**src/rtl/fwd_lookup.sv**
```systemverilog
module fwd_lookup #(
  parameter int UC_N  = 16,
  parameter int VL_N  = 16,
  parameter int VID_W = 12,
  parameter int MAC_W = 48,
  localparam int IDX_W = $clog2((UC_N > VL_N) ? UC_N : VL_N)
) (
  input  logic             clk,
  input  logic             rst_n,
  input  logic             vlan_aware,
  input  logic             cfg_we,
  input  logic             cfg_tbl,
  input  logic [IDX_W-1:0] cfg_idx,
  input  logic             cfg_ent_valid,
  input  logic [VID_W-1:0] cfg_vid,
  input  logic [MAC_W-1:0] cfg_mac,
  input  logic [2:0]       cfg_members,
  input  logic [2:0]       cfg_flood,
  input  logic [1:0]       cfg_port,
  input  logic             req_valid,
  input  logic [1:0]       req_port,
  input  logic [VID_W-1:0] req_vid,
  input  logic [MAC_W-1:0] req_mac,
  input  logic             req_directed,
  input  logic [1:0]       req_dport,
  output logic             res_valid,
  output logic [2:0]       res_mask
);

  logic             vl_v   [VL_N];
  logic [VID_W-1:0] vl_vid [VL_N];
  logic [2:0]       vl_mem [VL_N];
  logic [2:0]       vl_fld [VL_N];
  logic             uc_v   [UC_N];
  logic [VID_W-1:0] uc_vid [UC_N];
  logic [MAC_W-1:0] uc_mac [UC_N];
  logic [1:0]       uc_prt [UC_N];

  always_ff @(posedge clk) begin
    if (!rst_n) begin
      for (int i = 0; i < VL_N; i++) vl_v[i] <= 1'b0;
      for (int i = 0; i < UC_N; i++) uc_v[i] <= 1'b0;
    end else if (cfg_we) begin
      if (!cfg_tbl && int'(cfg_idx) < VL_N) begin
        vl_v[cfg_idx]   <= cfg_ent_valid;
        vl_vid[cfg_idx] <= cfg_vid;
        vl_mem[cfg_idx] <= cfg_members;
        vl_fld[cfg_idx] <= cfg_flood;
      end
      if (cfg_tbl && int'(cfg_idx) < UC_N) begin
        uc_v[cfg_idx]   <= cfg_ent_valid;
        uc_vid[cfg_idx] <= cfg_vid;
        uc_mac[cfg_idx] <= cfg_mac;
        uc_prt[cfg_idx] <= cfg_port;
      end
    end
  end

  logic       vl_hit, uc_hit;
  logic [2:0] mem, fld, uc_dst, nxt;
  wire  [2:0] ing = 3'b001 << req_port;

  always_comb begin
    vl_hit = 1'b0; mem = 3'b000; fld = 3'b000;
    for (int i = VL_N - 1; i >= 0; i--)
      if (vl_v[i] && vl_vid[i] == req_vid) begin
        vl_hit = 1'b1; mem = vl_mem[i]; fld = vl_fld[i];
      end
    uc_hit = 1'b0; uc_dst = 3'b000;
    for (int i = UC_N - 1; i >= 0; i--)
      if (uc_v[i] && uc_mac[i] == req_mac && (!vlan_aware || uc_vid[i] == req_vid)) begin
        uc_hit = 1'b1; uc_dst = 3'b001 << uc_prt[i];
      end
  end

  always_comb begin
    if (req_directed && req_port == 2'd0)
      nxt = (3'b001 << req_dport) & ~ing;
    else if (!vlan_aware)
      nxt = (uc_hit ? uc_dst : 3'b111) & ~ing;
    else if (!vl_hit || (mem & ing) == 3'b000)
      nxt = 3'b000;
    else
      nxt = (uc_hit ? uc_dst : fld) & mem & ~ing;
  end

  always_ff @(posedge clk) begin
    if (!rst_n) begin
      res_valid <= 1'b0;
      res_mask  <= 3'b000;
    end else begin
      res_valid <= req_valid;
      res_mask  <= req_valid ? nxt : 3'b000;
    end
  end

endmodule


```
**config.mk**
```make
export PLATFORM = sky130hd
export DESIGN_NAME = fwd_lookup
export DESIGN_NICKNAME = d
export VERILOG_FILES = /design/src/rtl/fwd_lookup.sv
export SDC_FILE = /design/constraint.sdc
export NUM_CORES = 2
export LEC_CHECK = 0
export BUFFER_PORTS_ARGS = -buffer_cell sky130_fd_sc_hd__buf_2
export CORE_MARGIN = 2
export CORE_UTILIZATION = 35
export CTS_CLUSTER_SIZE = 20
export DETAILED_ROUTE_END_ITERATION = 6
export GPL_ROUTABILITY_DRIVEN = 0
export GPL_TIMING_DRIVEN = 0
export PLACE_DENSITY = 0.6
export SLEW_MARGIN = 10
export SYNTH_ARGS = -nofsm -noshare
export SYNTH_HDL_FRONTEND = slang
export SYNTH_SLANG_ARGS = --single-unit
```
**constraint.sdc**
```tcl
create_clock -name clk -period 6.2 [get_ports clk]
set_input_delay 0.93 -clock clk [delete_from_list [all_inputs] [get_ports clk]]
set_output_delay 0.93 -clock clk [all_outputs]
set_load 0.05 [all_outputs]
```
==> results.txt <==
NetSw -> 4.52 mW
adder-cell share of the synthesized area -> 0%
Syn Inst Count -> 3742
gr ovfl total -> 0
Peak VDD IR -> 0.273 mV
Clock transition at path regs -> 60 ps
CP max stage cell -> nor3_1
switching share of power -> 23.4%
starting density of the core -> 35.2%
PostCTS Resize Cnt -> 0
crit start category -> input pin
initial antenna violation count -> 15
Die H -> 408 um
mapped cell area -> 57300 um^2
placed cell area -> 61500 um^2
critical path arrival -> 5780 ps
post-synth cell types -> 95
first-pass GRT wire length -> 262000 um
Final Skew -> 21.2 ps
setup violators final -> 0
Critical Path Sink Type -> register
total CTS buffers -> 142
DRC violations left -> 4
filler instances -> 14993
starting DRC count in detailed routing -> 4929
top_reg_cell synth -> edfxtp_1
Final min period -> 5170 ps
CTS max path bufs -> 3
FFs w/ async S/R, synth -> 0%
crit-path max cell delay -> 900 ps
port bufs -> 86
# hold bufs at CTS -> 0
Post-DRT Antenna Nets -> 0
die area -> 167000 um^2
worst-path cell chain -> buf_2, buf_2, xnor2_1, nand4_1, nor3_1, nand4_1, o22ai_1, nor4_1, nand4_2, a21oi_1, o31ai_1, a21oi_2
share of cells above drive strength 1 -> 13.7%
post-synthesis mux area share -> 0%
wire length on met1 -> 78500 um
syn_nets -> 3886
I/O pins -> 148
met3 WL -> 17200 um
main combinational cell family by area after synthesis -> XOR/XNOR gates
CP bufs+invs -> 2
combinational power share -> 6.7%
Rel. slew slack -> 0.641%
leakage -> 20.7 nW
internal power -> 14.8 mW
CTS Root Cell -> clkbuf_16
Max Used Layer -> met5
post-synthesis simple-gate area fraction -> 8.80%
worst-path fanout max -> 10
Yosys reg bits -> 1316
Reg area -> 39200 um^2
Least-Margin Pin Slew -> 1480 ps
Avg Cell Area, Syn -> 15.3 um^2
Max-cap violations -> 1
metal2 WL -> 91000 um
Finished Cell Area -> 65900 um^2
Worst path top cell family by delay -> simple AND/OR/NAND/NOR gates
yosys synthesis warning count -> 0
post-synthesis compound-gate area fraction -> 3.65%
row cnt -> 148
pin count of the biggest net entering global routing -> 33
final hold violations -> 0
XOR/XNOR share of the synthesized area -> 16.2%
DRT Wirelength -> 193000 um
RSZ-0062 raised after global routing -> false
GRT Resource Usage Total -> 22.7%
f_max -> 0.194 GHz
postcts setup bufs -> 0
Final Total Pwr -> 19.3 mW
clock latency on the worst-skew pair -> 760 ps
Final HPWL DP -> 122000 um
vias in the first global route -> 32729
CTS sink count -> 1316
Area growth, synth to finish -> 15.1%
failing checks -> design-rule violations, max-capacitance violations
Crit path required time -> 6820 ps
Flop pwr share -> 51.0%
core box area -> 163000 um^2
run status -> finished with violations
PD cells -> 293 nW/um^2
H-tree level count -> 4
CTS tree -> built
fin nets -> 4164
Hold WC Path Type -> input pin to register
clock group share of total power -> 42.3%
width of the chip -> 408 um
WL/cell -> 30.5 um
Setup CP Type -> input pin to register
Vias -> 34478
EDFF count, synth -> 1280
Via density -> 5.46
Pre-antenna DRT Iters -> 7
post-synthesis sequential area ratio -> 68.4%
Tcrit/Tclk final -> 83.3%
area occupied by multi-input gates -> 16600 um^2
fin. max-slew vios -> 0
## synthesized netlist by cell type (15+ instances only)
library cell  number  share of area [%]
a21oi_1           27               0.24
a31oi_1           18               0.20
and2_1            15               0.16
buf_2             40               0.35
buf_4             36               0.47
buf_6             67                1.3
clkbuf_1          16               0.10
dfxtp_1           36                1.3
edfxtp_1        1280                 67
inv_1             73               0.48
nand2_1          145               0.95
nand2b_1          75               0.82
nand3_1           55               0.48
nand4_1          159                1.7
nor2_1            79               0.52
nor3_1            42               0.37
nor4_1           148                1.6
o2111ai_1         22               0.34
o21ai_0           54               0.47
o221ai_1          18               0.28
xnor2_1          585                8.9
xor2_1           451                6.9
## flip-flops by register name, indices dropped and copies added (netlist names)
name,count
res_mask,3
res_valid,1
uc_mac,768
uc_prt,32
uc_v,16
uc_vid,192
vl_fld,48
vl_mem,48
vl_v,16
vl_vid,192
## worst min-delay path, cell delays in order
cell       delay (ps)
buf_2             110
nand3_1            60
o2bb2ai_1          60
## path summary, 6_finish.rpt
path / start / to / slack [ps] / cells past startpoint
worst max-delay path: req_mac[21] / res_mask[2] / 1030 / 12
worst min-delay path: req_dport[0] / res_mask[1] / 440 / 3
worst max register to register: uc_mac[2][12] / res_mask[2] / 1510 / 10
worst min register to register: vl_v[15] / vl_v[15] / 460 / 2
## stage by stage
stage / setup slack (ps) / util (%) / setup TNS (ps) / hold WS, ps / cells
final: 1030 / 40.5 / 0 / 438 / 6320
after global routing: 958 / 40.5 / 0 / 437 / 6316
after CTS: 1110 / 40.5 / 0 / 391 / 6313
after detailed placement: 292 / 37.8 / 0 / 452 / 6051
after global placement: -1510 / 37.2 / -903690 / 444 / 6003
after floorplan: 1450 / - / 0 / 431 / 3742
## routing by layer
metal / track usage, % / vias to the layer above
met5: 0 / -
met4: 7.58 / 2
met3: 4.29 / 322
met2: 36.8 / 1799
met1: 30.5 / 17838
li1: - / 14517
## area by class of cell
cell class              count  area share (%)
diodes                      7          0.0266
flip-flops and latches   1316            59.4
clock buffers             199            5.87
plain buffers             167            2.17
inverters                  76           0.433
repair buffers            134            2.04
clock inverters            63           0.795
well taps                2175            4.13
multi-input cells        2183            25.1
## logic make-up (layout without fill, tap and decap cells)
group,after synthesis,in the layout
compound gates,278,278
xor+xnor,1047,1047
buf+inv,243,639
flops,1316,1316
other cells,0,7
simple gates,858,858
## placed cells by master (no fill, tap or decap), types with 54 or more instances in the layout
| cell type | count |
|---|---|
| buf_2 | 126 |
| buf_6 | 68 |
| clkbuf_1 | 66 |
| clkbuf_16 | 145 |
| edfxtp_1 | 1280 |
| inv_1 | 73 |
| nand2_1 | 145 |
| nand2b_1 | 75 |
| nand3_1 | 55 |
| nand4_1 | 159 |
| nor4_1 | 146 |
| o21ai_0 | 54 |
| xnor2_1 | 585 |
| xor2_1 | 451 |
## power groups by stage
stage / sequential [mW] / clock, mW / combinational, mW
CTS: 9.84 / 8.22 / 1.28
global route: 9.84 / 8.56 / 1.33
global placement: 10.0 / 0 / 1.25
finish: 9.84 / 8.17 / 1.29
floorplan: 10.0 / 0 / 0.630
detailed placement: 10.0 / 0 / 1.27
No activity file was read; power rests on OpenSTA's default activity.
